File: src/rtl/baud_pkg.sv
package baud_pkg;
  typedef enum logic [1:0] {
    SRC_SYS      = 2'b00,
    SRC_PRESCALE = 2'b01,
    SRC_EXTERNAL = 2'b10,
    SRC_NONE     = 2'b11
  } baud_src_e;

  localparam int unsigned SEL_W = 2;
endpackage

File: src/rtl/bclk_cfg_watch.sv
// Flags any change of the configuration word so that the counters restart.
module bclk_cfg_watch #(
  parameter int unsigned CFG_W = 18
) (
  input  logic             clk,
  input  logic             rst,
  input  logic [CFG_W-1:0] cfg,
  output logic             restart
);
  logic [CFG_W-1:0] cfg_q;

  always_ff @(posedge clk) begin
    if (rst) cfg_q <= '0;
    else     cfg_q <= cfg;
  end

  assign restart = (cfg != cfg_q);
endmodule

File: src/rtl/bclk_prescaler.sv
// Fixed divide of the system clock, producing one tick every PRESCALE cycles.
module bclk_prescaler #(
  parameter int unsigned PRESCALE = 8
) (
  input  logic clk,
  input  logic rst,
  input  logic restart,
  output logic tick
);
  generate
    if (PRESCALE <= 1) begin : g_pass
      assign tick = 1'b1;
    end else begin : g_count
      localparam int unsigned PW = $clog2(PRESCALE);
      localparam logic [PW-1:0] LAST = PW'(PRESCALE - 1);
      logic [PW-1:0] pcnt_q;

      always_ff @(posedge clk) begin
        if (rst || restart)     pcnt_q <= '0;
        else if (pcnt_q == LAST) pcnt_q <= '0;
        else                     pcnt_q <= pcnt_q + PW'(1);
      end

      assign tick = (pcnt_q == LAST);
    end
  endgenerate
endmodule

File: src/rtl/bclk_ext_sync.sv
// Multi-flop synchroniser for the external clock with rising-edge detect.
module bclk_ext_sync #(
  parameter int unsigned STAGES = 2
) (
  input  logic clk,
  input  logic rst,
  input  logic ext_in,
  output logic rise
);
  logic [STAGES-1:0] sync_q;
  logic              prev_q;

  always_ff @(posedge clk) begin
    if (rst) sync_q[0] <= 1'b0;
    else     sync_q[0] <= ext_in;
  end

  generate
    for (genvar s = 1; s < STAGES; s++) begin : g_stage
      always_ff @(posedge clk) begin
        if (rst) sync_q[s] <= 1'b0;
        else     sync_q[s] <= sync_q[s-1];
      end
    end
  endgenerate

  always_ff @(posedge clk) begin
    if (rst) prev_q <= 1'b0;
    else     prev_q <= sync_q[STAGES-1];
  end

  assign rise = sync_q[STAGES-1] & ~prev_q;
endmodule

File: src/rtl/bclk_divider.sv
// Counts source ticks and emits the baud enable; handles 0 (off) and 1 (bypass).
module bclk_divider #(
  parameter int unsigned DIV_W = 16
) (
  input  logic             clk,
  input  logic             rst,
  input  logic             restart,
  input  logic             src_tick,
  input  logic [DIV_W-1:0] divisor,
  output logic [DIV_W-1:0] count,
  output logic             tick_out
);
  logic [DIV_W-1:0] cnt_q;
  logic             div_off;
  logic             div_bypass;
  logic             at_last;

  assign div_off    = (divisor == '0);
  assign div_bypass = (divisor == DIV_W'(1));
  assign at_last    = (cnt_q == divisor - DIV_W'(1));

  always_ff @(posedge clk) begin
    if (rst || restart) begin
      cnt_q <= '0;
    end else if (!div_off && !div_bypass && src_tick) begin
      if (at_last) cnt_q <= '0;
      else         cnt_q <= cnt_q + DIV_W'(1);
    end
  end

  always_comb begin
    if (rst || restart || div_off) tick_out = 1'b0;
    else if (div_bypass)           tick_out = src_tick;
    else                           tick_out = src_tick & at_last;
  end

  assign count = cnt_q;
endmodule

File: src/rtl/baud_clock_gen.sv
module baud_clock_gen
  import baud_pkg::*;
#(
  parameter int unsigned DIV_W       = 16,
  parameter int unsigned PRESCALE    = 8,
  parameter int unsigned SYNC_STAGES = 2
) (
  input  logic             clk,
  input  logic             rst,
  input  logic [1:0]       src_sel,
  input  logic [DIV_W-1:0] divisor,
  input  logic             ext_clk,
  output logic             baud_tick
);
  localparam int unsigned CFG_W = SEL_W + DIV_W;

  logic             restart;
  logic             pre_tick;
  logic             ext_tick;
  logic             src_tick;
  logic [DIV_W-1:0] div_count;

  bclk_cfg_watch #(.CFG_W(CFG_W)) u_watch (
    .clk     (clk),
    .rst     (rst),
    .cfg     ({src_sel, divisor}),
    .restart (restart)
  );

  bclk_prescaler #(.PRESCALE(PRESCALE)) u_pre (
    .clk     (clk),
    .rst     (rst),
    .restart (restart),
    .tick    (pre_tick)
  );

  bclk_ext_sync #(.STAGES(SYNC_STAGES)) u_sync (
    .clk    (clk),
    .rst    (rst),
    .ext_in (ext_clk),
    .rise   (ext_tick)
  );

  always_comb begin
    unique case (baud_src_e'(src_sel))
      SRC_SYS:      src_tick = 1'b1;
      SRC_PRESCALE: src_tick = pre_tick;
      SRC_EXTERNAL: src_tick = ext_tick;
      default:      src_tick = 1'b0;
    endcase
  end

  bclk_divider #(.DIV_W(DIV_W)) u_div (
    .clk      (clk),
    .rst      (rst),
    .restart  (restart),
    .src_tick (src_tick),
    .divisor  (divisor),
    .count    (div_count),
    .tick_out (baud_tick)
  );
endmodule

File: config.mk
export PLATFORM = sky130hd
export DESIGN_NAME = baud_clock_gen
export DESIGN_NICKNAME = d
export VERILOG_FILES = /design/src/rtl/baud_pkg.sv /design/src/rtl/bclk_cfg_watch.sv /design/src/rtl/bclk_prescaler.sv /design/src/rtl/bclk_ext_sync.sv /design/src/rtl/bclk_divider.sv /design/src/rtl/baud_clock_gen.sv
export SDC_FILE = /design/constraint.sdc
export NUM_CORES = 1
export LEC_CHECK = 0
export ABC_AREA = 1
export BUFFER_PORTS_ARGS = -buffer_cell sky130_fd_sc_hd__buf_2
export CELL_PAD_IN_SITES_DETAIL_PLACEMENT = 1
export CELL_PAD_IN_SITES_GLOBAL_PLACEMENT = 2
export CORE_MARGIN = 5
export CORE_UTILIZATION = 33
export CTS_BUF_LIST = sky130_fd_sc_hd__clkbuf_4
export DETAILED_ROUTE_END_ITERATION = 7
export PLACE_DENSITY = 0.91
export SLEW_MARGIN = 10
export SYNTH_ARGS = -nofsm -noshare
export SYNTH_HDL_FRONTEND = slang
export SYNTH_HIERARCHICAL = 1
export SYNTH_SLANG_ARGS = --single-unit
File: constraint.sdc
create_clock -name clk -period 2.95 [get_ports clk]
set_clock_uncertainty 0.2 [all_clocks]
set_input_delay 0.59 -clock clk [delete_from_list [all_inputs] [get_ports clk]]
set_output_delay 0.59 -clock clk [all_outputs]
set_load 0.005 [all_outputs]
==> impl_metrics.prom, run 1 <==
# TYPE chip_impl_metric gauge
chip_impl_info{name="outcome",value="complete, no violations"} 1
chip_impl_info{name="tritoncts",value="done"} 1
chip_impl_info{name="reg2reg_from",value="u_pre/g_count.pcnt_q[0]$_SDFF_PP0_"} 1
chip_impl_metric{name="grt_util_met2",unit=""} 0.289
chip_impl_metric{name="die_w",unit="microns"} 102
chip_impl_metric{name="detail_route.first_pass.iterations",unit=""} 4
chip_impl_metric{name="drtAntennaViolNets",unit=""} 0
chip_impl_metric{name="routed-via-count",unit=""} 2789
chip_impl_info{name="mostFrequentLayoutCells",value="153 x nand2_1, 91 x inv_1, 64 x nor2_1"} 1
chip_impl_metric{name="maxSlewHeadroom",unit=""} 0.681
chip_impl_metric{name="globalplace.congestion",unit=""} 0.845
chip_impl_metric{name="max_cap_violations",unit=""} 0
chip_impl_metric{name="final-max-slew-violation-count",unit=""} 0
chip_impl_metric{name="ctsHtreeMaxLevel",unit=""} 2
chip_impl_metric{name="layout_worst_path_cycle_share",unit=""} 0.968
chip_impl_metric{name="detailedPlace.worstSlack",unit="ps"} -65.1
chip_impl_metric{name="initial_utilization",unit=""} 0.338
chip_impl_info{name="unrepaired_setup_endpoints_after_global_routing",value="yes"} 1
chip_impl_metric{name="timing_worst_slew_pin_value",unit="ps"} 477
chip_impl_metric{name="synthesis.yosys.warnings",unit=""} 6
chip_impl_metric{name="wirelength",unit="mm"} 7.65
chip_impl_info{name="min_path_type",value="reg -> reg"} 1
chip_impl_info{name="critical_path.endpoint",value="baud_tick"} 1
chip_impl_metric{name="wire_length_of_the_first_global_routing_pass",unit="mm"} 13.4
chip_impl_metric{name="reg2reg_setup_slack",unit="ps"} 820
chip_impl_metric{name="final-hold-violation-count",unit=""} 0
chip_impl_metric{name="mapped_nets",unit=""} 496
chip_impl_metric{name="number_of_antenna_violations_at_the_first_check_in_global_routing",unit=""} 0
chip_impl_metric{name="detailed_place.area",unit="sq um"} 3060
chip_impl_info{name="startpoint_type",value="input pin"} 1
chip_impl_metric{name="static-leakage-power",unit="nW"} 1.61
chip_impl_metric{name="route.detailed.drc",unit=""} 0
chip_impl_info{name="setup.worst_path.start",value="divisor[1]"} 1
chip_impl_metric{name="critical_path_arrival",unit="ps"} 2070
chip_impl_metric{name="mean_syn_cell_area",unit="sq um"} 5.92
chip_impl_metric{name="vias_in_the_first_global_route",unit=""} 2928
chip_impl_metric{name="gr-usage-met1",unit=""} 0.202
chip_impl_metric{name="routed_via_density",unit=""} 4.55
chip_impl_metric{name="critical_path_required",unit="ps"} 2160
chip_impl_info{name="cp-end-kind",value="output pin"} 1
chip_impl_metric{name="design.final.nets",unit=""} 534
chip_impl_metric{name="io_buffer_count",unit=""} 21
chip_impl_metric{name="core_area",unit="sq um"} 8220
chip_impl_metric{name="gr-total-overflow",unit=""} 0
chip_impl_metric{name="drt-wirelength-per-cell",unit="microns"} 12.5
chip_impl_metric{name="post-route-worst-setup-slack",unit="ps"} 93.9
chip_impl_metric{name="synth.ff_latch_count",unit=""} 40
chip_impl_metric{name="dr_iter_0_viols",unit=""} 46
chip_impl_metric{name="worstPathMaxFanout",unit=""} 3
chip_impl_metric{name="clk_pin_slew_worst_paths",unit="ps"} 140
chip_impl_metric{name="finalSetupViolations",unit=""} 0
chip_impl_info{name="gr-max-usage-layer",value="met2"} 1
chip_impl_metric{name="globalRouteTotalUtil",unit=""} 0.161
chip_impl_metric{name="syn-instance-count",unit=""} 470
chip_impl_metric{name="final_period_minus_worst_setup_slack",unit="ps"} 2860
chip_impl_metric{name="hold_path_depth",unit=""} 2
chip_impl_metric{name="die_area",unit="sq um"} 10400
chip_impl_info{name="reg2reg_to",value="u_div/count[12]$_SDFFE_PP0P_"} 1
chip_impl_metric{name="clock_latency_at_the_later_pin_of_the_worst_skew_pair",unit="ps"} 360
chip_impl_metric{name="clock.fmax",unit="GHz"} 0.350
chip_impl_metric{name="power-per-cell-area",unit="nW/um^2"} 368
chip_impl_metric{name="areaGrowthSynthToFinish",unit="%"} 17.2
chip_impl_metric{name="share_of_layout_cells_above_drive_strength_1",unit=""} 0.165
chip_impl_metric{name="cts_made_buffers",unit=""} 5
chip_impl_metric{name="placement_rows",unit=""} 33
chip_impl_metric{name="met3_track_usage_gr",unit=""} 0.0241
chip_impl_metric{name="grt_start_max_net_pins",unit=""} 24
chip_impl_metric{name="cts.path.max_buffers",unit=""} 2
chip_impl_metric{name="synth_area",unit="sq um"} 2780
chip_impl_metric{name="timing.reg2reg.worst_path_depth",unit=""} 12
chip_impl_metric{name="cts_num_sinks",unit=""} 40
chip_impl_info{name="root_buffer",value="clkbuf_4"} 1
chip_impl_info{name="mostFrequentLayoutCell",value="nand2_1"} 1
chip_impl_metric{name="synth.yosys.seq_area_share",unit=""} 0.288
chip_impl_info{name="criticalPathCategory",value="in -> out"} 1
chip_impl_metric{name="finish.instance_area",unit="sq um"} 3260
chip_impl_metric{name="die-height",unit="microns"} 102
chip_impl_metric{name="top_level_ports",unit=""} 22
chip_impl_metric{name="num_antenna_cells",unit=""} 0
chip_impl_metric{name="hold_buffers",unit=""} 0
chip_impl_metric{name="ir_drop",unit="mV"} 0.133
chip_impl_metric{name="dpl.hpwl",unit="mm"} 6.12
chip_impl_metric{name="synth.lib_cells_used.distinct",unit=""} 29
-- cells in the mapped netlist, drive strengths merged --
master	count	share of area
a21boi	1	0.0027
a21o	1	0.0027
a21oi	2	0.0036
buf	4	0.013
dfxtp	40	0.29
ha	5	0.023
inv	97	0.13
nand2	157	0.22
nand3	27	0.057
nand3b	1	0.0027
nand4	9	0.020
nor2	88	0.14
nor3	5	0.011
nor3b	2	0.0054
o211ai	1	0.0027
o21ai	7	0.013
o22ai	1	0.0023
or2	1	0.0023
xnor2	7	0.022
xor2	14	0.044
-- report_power, final --
part	internal [W]	total (W)	switching, W	leakage (nW)
Clock	0.000260	0.000450	0.000190	0.0513
Combinational	0.0000696	0.000186	0.000117	1.23
Sequential	0.000555	0.000562	0.00000664	0.328
-- stage by stage --
stage               instances  hold slack (ps)  total power (W)  utilization  setup TNS (ps)
detailed placement        603              205         0.000746        0.373           -65.1
global placement          603              189         0.000739        0.373               0
CTS                       610              211          0.00121        0.387               0
global route              613              208          0.00128        0.397           -61.6
finish                    613              209          0.00120        0.397               0
floorplan                 470              188         0.000679            -               0
-- metal layers --
layer | vias to the layer above | wire [microns]
met1 | 1296 | 3620
met2 | 23 | 3780
li1 | 1465 | -
met3 | 5 | 188
met5 | - | 0
met4 | 0 | 71
-- final cells by class --
class	instances	area, sq um
Multi-Input combinational cell	329	1630
Inverter	97	372
Sequential cell	40	802
Clock inverter	2	60.1
Fill cell	1133	4960
Tap cell	105	131
Clock buffer	5	37.5
Timing Repair Buffer	35	226
-- critical path: stages --
cell	delay [ps]
buf_8	110
inv_6	50
buf_4	90
buf_4	100
ha_1	140
nor3b_1	420
nand3_1	250
a21oi_2	190
buf_2	120
-- repair_timing --
action	in CTS	in global routing
pin swaps	8	13
setup buffers	0	3
resized for setup	6	19
setup endpoints to repair	1	1
-- registers in the layout (all words and copies together), names as in the netlist --
name	count
u_div/count	16
u_pre/g_count.pcnt_q	3
u_sync/prev_q	1
u_sync/sync_q	2
u_watch/cfg_q	18
-- kinds of logic after synthesis --
logic type,after synthesis,share of synthesized area
AND/OR/NAND/NOR,290,0.453
buffers and inverters,101,0.144
flip-flops,40,0.288
XOR/XNOR,21,0.0662
AO/OA/AOI/OAI,13,0.0266
adder cells (fa/ha/maj),5,0.0225
-- worst min path at each step --
stage,to,slack (ps),from
after floorplan,u_sync/sync_q[1]$_SDFF_PP0_,190,u_sync/sync_q[0]$_SDFF_PP0_
after global placement,u_sync/sync_q[1]$_SDFF_PP0_,190,u_sync/sync_q[0]$_SDFF_PP0_
after detailed placement,u_sync/sync_q[1]$_SDFF_PP0_,210,u_sync/sync_q[0]$_SDFF_PP0_
after CTS,u_sync/sync_q[1]$_SDFF_PP0_,210,u_sync/sync_q[0]$_SDFF_PP0_
after global routing,u_sync/sync_q[0]$_SDFF_PP0_,210,ext_clk
final,u_sync/sync_q[1]$_SDFF_PP0_,210,u_sync/sync_q[0]$_SDFF_PP0_
No activity file was read; power rests on OpenSTA's default activity.
==> inputs of run 2 (changes only) <==
Settings changed: SETUP_SLACK_MARGIN set to 0.2.
==> impl_metrics.prom, run 2 (same netlist as run 1, synthesis figures left out) <==
# TYPE chip_impl_metric gauge
chip_impl_info{name="outcome",value="complete, no violations"} 1
chip_impl_metric{name="cts_num_sinks",unit=""} 40
chip_impl_metric{name="cts_made_buffers",unit=""} 5
chip_impl_metric{name="number_of_antenna_violations_at_the_first_check_in_global_routing",unit=""} 0
chip_impl_metric{name="sw_frac_of_total",unit=""} 0.264
chip_impl_metric{name="routed-via-count",unit=""} 2813
chip_impl_metric{name="total_power",unit="W"} 0.00120
chip_impl_metric{name="final_period_minus_worst_setup_slack",unit="ps"} 2840
chip_impl_metric{name="gr-total-overflow",unit=""} 0
chip_impl_info{name="criticalPathCategory",value="in -> out"} 1
chip_impl_metric{name="drtAntennaViolNets",unit=""} 0
chip_impl_metric{name="ctsHtreeMaxLevel",unit=""} 2
chip_impl_info{name="cp_cell_sequence",value="buf_12 > inv_6 > buf_4 > buf_4 > ha_1 > nor3b_1 > nand3_1 > a21oi_2 > buf_2"} 1
chip_impl_metric{name="finalCoreUtilization",unit=""} 0.400
chip_impl_metric{name="register_area",unit="sq um"} 803
chip_impl_metric{name="final-hold-violation-count",unit=""} 0
chip_impl_metric{name="hold_buffers",unit=""} 0
chip_impl_metric{name="cts.path.max_buffers",unit=""} 2
chip_impl_metric{name="layout_worst_path_cycle_share",unit=""} 0.962
chip_impl_metric{name="critical_path_arrival",unit="ps"} 2050
chip_impl_metric{name="areaGrowthSynthToFinish",unit="%"} 18.3
chip_impl_metric{name="clk_pin_slew_worst_paths",unit="ps"} 140
chip_impl_metric{name="share_of_layout_cells_above_drive_strength_1",unit=""} 0.173
chip_impl_metric{name="seq_power_share",unit=""} 0.466
chip_impl_info{name="tritoncts",value="done"} 1
chip_impl_metric{name="globalRouteTotalUtil",unit=""} 0.162
chip_impl_metric{name="reg2reg_setup_slack",unit="ps"} 820
chip_impl_metric{name="worstPathMaxFanout",unit=""} 3
chip_impl_metric{name="globalplace.congestion",unit=""} 0.845
chip_impl_metric{name="dpl.hpwl",unit="mm"} 6.12
chip_impl_metric{name="critical_path_required",unit="ps"} 2160
chip_impl_info{name="critical-path-slowest-cell",value="nor3b_1"} 1
chip_impl_metric{name="largest_register_ff_count",unit=""} 18
chip_impl_info{name="crit_top_cell",value="buf_4"} 1
chip_impl_info{name="root_buffer",value="clkbuf_4"} 1
chip_impl_info{name="unrepaired_setup_endpoints_after_global_routing",value="yes"} 1
chip_impl_metric{name="core_area",unit="sq um"} 8220
chip_impl_info{name="mostFrequentLayoutCells",value="152 x nand2_1, 91 x inv_1, 64 x nor2_1"} 1
chip_impl_metric{name="power.combinational.fraction",unit=""} 0.158
chip_impl_metric{name="final_cell_count_without_fillers",unit=""} 614
chip_impl_metric{name="placement_rows",unit=""} 33
chip_impl_metric{name="wire_length_of_the_first_global_routing_pass",unit="mm"} 13.5
chip_impl_info{name="startpoint_type",value="input pin"} 1
chip_impl_metric{name="multi_input_comb_area",unit="sq um"} 1650
chip_impl_metric{name="routed_via_density",unit=""} 4.58
chip_impl_metric{name="vias_in_the_first_global_route",unit=""} 2925
chip_impl_metric{name="drt-wirelength-per-cell",unit="microns"} 12.5
chip_impl_metric{name="dr_iter_0_viols",unit=""} 55
chip_impl_metric{name="clock.fmax",unit="GHz"} 0.352
chip_impl_metric{name="grt_start_max_net_pins",unit=""} 24
chip_impl_metric{name="power.switching",unit="W"} 0.000318
chip_impl_metric{name="initial_utilization",unit=""} 0.338
chip_impl_metric{name="max_cap_violations",unit=""} 0
chip_impl_info{name="mostFrequentLayoutCell",value="nand2_1"} 1
chip_impl_metric{name="internal_power",unit="W"} 0.000886
chip_impl_metric{name="wirelength",unit="mm"} 7.67
chip_impl_metric{name="clockPowerShare",unit=""} 0.376
chip_impl_metric{name="die_w",unit="microns"} 102
chip_impl_metric{name="ir_drop",unit="mV"} 0.133
chip_impl_metric{name="dp_cells",unit=""} 603
chip_impl_metric{name="die-height",unit="microns"} 102
chip_impl_metric{name="finalSetupViolations",unit=""} 0
chip_impl_info{name="regMostFlops",value="u_watch/cfg_q"} 1
chip_impl_metric{name="fin_hold_ws",unit="ps"} 207
chip_impl_metric{name="design.final.nets",unit=""} 535
chip_impl_info{name="min_path_type",value="reg -> reg"} 1
chip_impl_metric{name="detail_route.first_pass.iterations",unit=""} 4
chip_impl_info{name="cp-end-kind",value="output pin"} 1
chip_impl_metric{name="num_antenna_cells",unit=""} 0
chip_impl_metric{name="clock_latency_at_the_later_pin_of_the_worst_skew_pair",unit="ps"} 360
chip_impl_metric{name="timing_worst_slew_pin_value",unit="ps"} 457
chip_impl_metric{name="io_buffer_count",unit=""} 21
chip_impl_metric{name="power-per-cell-area",unit="nW/um^2"} 366
chip_impl_metric{name="die_area",unit="sq um"} 10400
chip_impl_metric{name="final-max-slew-violation-count",unit=""} 0
chip_impl_metric{name="top_level_ports",unit=""} 22
chip_impl_metric{name="static-leakage-power",unit="nW"} 1.63
chip_impl_metric{name="maxSlewHeadroom",unit=""} 0.695
chip_impl_metric{name="critical-path-max-stage-delay",unit="ps"} 400
chip_impl_metric{name="route.detailed.drc",unit=""} 0
chip_impl_metric{name="fillerInstances",unit=""} 1126
[run 2: routing by layer]
metal | part of all wire | vias to the layer above | global-route usage
met1 | 0.48 | 1316 | 0.204
met4 | 0.0096 | 0 | 0.0378
met5 | 0 | - | 0
met3 | 0.023 | 7 | 0.0227
li1 | - | 1465 | -
met2 | 0.49 | 25 | 0.289
[run 2: what timing repair did]
action / CTS / global route
pin swaps: 9 / 15
setup endpoints to repair: 1 / 1
gates resized for setup: 13 / 18
endpoints found under the hold margin: 0 / 0
buffers inserted: 1 / 3
[run 2: critical path: cells and delay by family]
kind	cells	cell delay [ps]
simple gates	2	650
buf+inv	5	470
compound gates	1	190
fa+ha+maj	1	130
[run 2: through the flow]
step,cell area (sq um),setup slack [ps],setup TNS (ps)
2_1_floorplan,2780,326,0
3_3_place_gp,3060,21.1,0
3_5_place_dp,3060,-65.1,-65.1
4_1_cts,3210,46.6,0
5_1_grt,3290,-49.6,-49.6
6_report,3290,112,0
[run 2: power groups by stage]
stage / clock, W / sequential, W / combinational (W)
after global routing: 0.000500 / 0.000564 / 0.000219
after floorplan: 0 / 0.000572 / 0.000107
after detailed placement: 0 / 0.000574 / 0.000173
after global placement: 0 / 0.000573 / 0.000167
final: 0.000453 / 0.000562 / 0.000190
after CTS: 0.000473 / 0.000562 / 0.000182
[run 2: layout make-up]
type | instances | area share
Multi-Input combinational cell | 329 | 0.501
Sequential cell | 40 | 0.244
Clock inverter | 2 | 0.0183
Inverter | 97 | 0.113
Tap cell | 105 | 0.0399
Clock buffer | 5 | 0.0114
Timing Repair Buffer | 36 | 0.0727
[run 2: worst paths after layout]
path / start / end / cells after the start
worst min-delay path: u_sync/sync_q[0]$_SDFF_PP0_ / u_sync/sync_q[1]$_SDFF_PP0_ / 2
worst max-delay path: divisor[1] / baud_tick / 9
worst max register to register: u_pre/g_count.pcnt_q[0]$_SDFF_PP0_ / u_div/count[12]$_SDFFE_PP0P_ / 12
worst min register to register: u_sync/sync_q[0]$_SDFF_PP0_ / u_sync/sync_q[1]$_SDFF_PP0_ / 2
==> inputs of run 3 (changes only) <==
==> constraint.sdc (replaced) <==
create_clock -name clk -period 2.95 [get_ports clk]
set_clock_uncertainty 0.2 [all_clocks]
set_input_delay 0.59 -clock clk [delete_from_list [all_inputs] [get_ports clk]]
set_output_delay 0.59 -clock clk [all_outputs]
set_load 0.01 [all_outputs]
==> impl_metrics.prom, run 3 (same netlist as run 1, synthesis figures left out) <==
# TYPE chip_impl_metric gauge
chip_impl_metric{name="ctsHtreeMaxLevel",unit=""} 2
chip_impl_metric{name="static-leakage-power",unit="nW"} 1.63
chip_impl_metric{name="vias_in_the_first_global_route",unit=""} 2913
chip_impl_info{name="startpoint_type",value="input pin"} 1
chip_impl_metric{name="placement_rows",unit=""} 33
chip_impl_metric{name="drt-wirelength-per-cell",unit="microns"} 12.7
chip_impl_metric{name="maxSlewHeadroom",unit=""} 0.687
chip_impl_info{name="tritoncts",value="done"} 1
chip_impl_metric{name="power-per-cell-area",unit="nW/um^2"} 366
chip_impl_metric{name="ir_drop",unit="mV"} 0.160
chip_impl_metric{name="core_area",unit="sq um"} 8220
chip_impl_metric{name="die-height",unit="microns"} 102
chip_impl_info{name="mostFrequentLayoutCells",value="151 x nand2_1, 90 x inv_1, 65 x nor2_1"} 1
chip_impl_metric{name="share_of_layout_cells_above_drive_strength_1",unit=""} 0.178
chip_impl_metric{name="grt_start_max_net_pins",unit=""} 24
chip_impl_info{name="regMostFlops",value="u_watch/cfg_q"} 1
chip_impl_metric{name="clock.fmax",unit="GHz"} 0.349
chip_impl_info{name="hold_path_startpoint",value="u_sync/sync_q[0]$_SDFF_PP0_"} 1
chip_impl_metric{name="route.detailed.drc",unit=""} 0
chip_impl_info{name="hold_end",value="u_sync/sync_q[1]$_SDFF_PP0_"} 1
chip_impl_info{name="mostFrequentLayoutCell",value="nand2_1"} 1
chip_impl_metric{name="finish.instance_area",unit="sq um"} 3310
chip_impl_metric{name="wirelength",unit="mm"} 7.83
chip_impl_metric{name="dr_iter_0_viols",unit=""} 77
chip_impl_metric{name="drtAntennaViolNets",unit=""} 0
chip_impl_info{name="unrepaired_setup_endpoints_after_global_routing",value="yes"} 1
chip_impl_info{name="cp-end-kind",value="output pin"} 1
chip_impl_metric{name="initial_utilization",unit=""} 0.338
chip_impl_metric{name="globalplace.congestion",unit=""} 0.837
chip_impl_info{name="min_path_type",value="reg -> reg"} 1
chip_impl_metric{name="hold_path_depth",unit=""} 2
chip_impl_metric{name="num_antenna_cells",unit=""} 0
chip_impl_metric{name="layout_worst_path_cycle_share",unit=""} 0.971
chip_impl_metric{name="timing.reg2reg.worst_path_depth",unit=""} 11
chip_impl_info{name="root_buffer",value="clkbuf_4"} 1
chip_impl_metric{name="die_area",unit="sq um"} 10400
chip_impl_metric{name="top_level_ports",unit=""} 22
chip_impl_info{name="reg2reg_from",value="u_pre/g_count.pcnt_q[0]$_SDFF_PP0_"} 1
chip_impl_metric{name="reg2reg_setup_slack",unit="ps"} 770
chip_impl_metric{name="final-max-slew-violation-count",unit=""} 0
chip_impl_metric{name="max_cap_violations",unit=""} 0
chip_impl_info{name="criticalPathCategory",value="in -> out"} 1
chip_impl_metric{name="clock_latency_at_the_later_pin_of_the_worst_skew_pair",unit="ps"} 360
chip_impl_info{name="outcome",value="complete, no violations"} 1
chip_impl_metric{name="wire_length_of_the_first_global_routing_pass",unit="mm"} 13.2
chip_impl_metric{name="clk_pin_slew_worst_paths",unit="ps"} 150
chip_impl_metric{name="finalSetupViolations",unit=""} 0
chip_impl_metric{name="critical_path_required",unit="ps"} 2160
chip_impl_metric{name="globalRouteTotalUtil",unit=""} 0.160
chip_impl_metric{name="detailed_place.area",unit="sq um"} 3070
chip_impl_metric{name="io_buffer_count",unit=""} 21
chip_impl_metric{name="final-hold-violation-count",unit=""} 0
chip_impl_metric{name="detail_route.first_pass.iterations",unit=""} 4
chip_impl_metric{name="number_of_antenna_violations_at_the_first_check_in_global_routing",unit=""} 0
chip_impl_metric{name="gr-total-overflow",unit=""} 0
chip_impl_metric{name="timing_worst_slew_pin_value",unit="ps"} 469
chip_impl_metric{name="die_w",unit="microns"} 102
chip_impl_metric{name="fin_hold_ws",unit="ps"} 198
chip_impl_info{name="reg2reg_to",value="u_div/count[13]$_SDFFE_PP0P_"} 1
chip_impl_metric{name="routed_via_density",unit=""} 4.60
chip_impl_metric{name="worstPathMaxFanout",unit=""} 3
chip_impl_metric{name="cts.path.max_buffers",unit=""} 2
chip_impl_metric{name="dp_cells",unit=""} 604
chip_impl_metric{name="final_period_minus_worst_setup_slack",unit="ps"} 2860
chip_impl_metric{name="areaGrowthSynthToFinish",unit="%"} 19.2
chip_impl_metric{name="cts_num_sinks",unit=""} 40
chip_impl_metric{name="cts_made_buffers",unit=""} 5
chip_impl_metric{name="dpl.hpwl",unit="mm"} 6.20
chip_impl_metric{name="largest_register_ff_count",unit=""} 18
chip_impl_metric{name="design.final.nets",unit=""} 536
chip_impl_metric{name="final_cell_count_without_fillers",unit=""} 615
chip_impl_metric{name="finalCoreUtilization",unit=""} 0.403
chip_impl_metric{name="routed-via-count",unit=""} 2831
chip_impl_metric{name="critical_path_arrival",unit="ps"} 2070
==> run 3: cell count changes in the layout (fill, tap and decap cells not counted), moves of 2 or more <==
cell      previous run  this run
buf_2               19        16
clkbuf_4             5         8
nor2_2              18        15
nor2_4               6         8
==> run 3: power breakdown <==
part | total [W] | internal [W] | switching [W]
registers | 0.000561 | 0.000555 | 0.00000652
clock network | 0.000460 | 0.000260 | 0.000200
logic | 0.000192 | 0.0000721 | 0.000120
total | 0.00121 | 0.000887 | 0.000327
==> run 3: per-stage QoR <==
stage                     total power, W  setup slack, ps  setup TNS, ps
after global placement          0.000740             1.91              0
after detailed placement        0.000747            -92.6          -92.6
final                            0.00121             85.2              0
after global routing             0.00128            -56.1          -56.1
after CTS                        0.00123             27.2              0
after floorplan                 0.000679              256              0
==> run 3: layer usage <==
layer | up-vias | track usage | routed length, microns
li1 | 1469 | - | -
met4 | 0 | 0.0593 | 201
met2 | 47 | 0.278 | 3780
met3 | 13 | 0.0262 | 257
met5 | - | 0 | 0
met1 | 1302 | 0.199 | 3590
==> run 3: repair_timing <==
item,4_1_cts,5_1_grt
gates resized for setup,16,20
setup endpoints to repair,1,1
pin swaps,13,17
hold buffers,0,0
setup buffers,2,2
==> run 3: final cells by class <==
type | count | area (sq um)
clock buffer | 5 | 37.5
clock inverter | 2 | 60.1
sequential | 40 | 802
multi-input combinational | 329 | 1670
fill | 1106 | 4900
inverter | 97 | 369
tap | 105 | 131
timing repair buffer | 37 | 249
==> run 3: how the worst max path moves through the flow <==
stage                    start         to  cells after the start
global route        divisor[1]  baud_tick                     14
floorplan           divisor[0]  baud_tick                     10
global placement    divisor[1]  baud_tick                     12
detailed placement  divisor[1]  baud_tick                     12
finish              divisor[1]  baud_tick                     16
CTS                 divisor[1]  baud_tick                     16
==> run 3: worst max-delay path: stages <==
cell	delay [ps]
buf_8	90
inv_4	40
ha_4	260
inv_2	20
nand2_1	50
nand2_1	60
nor2_1	120
nand2_1	60
nor2_1	130
nand2_1	70
nor2_1	80
nand2_1	60
nor2_2	120
nand2_2	70
a21oi_2	110
buf_2	140
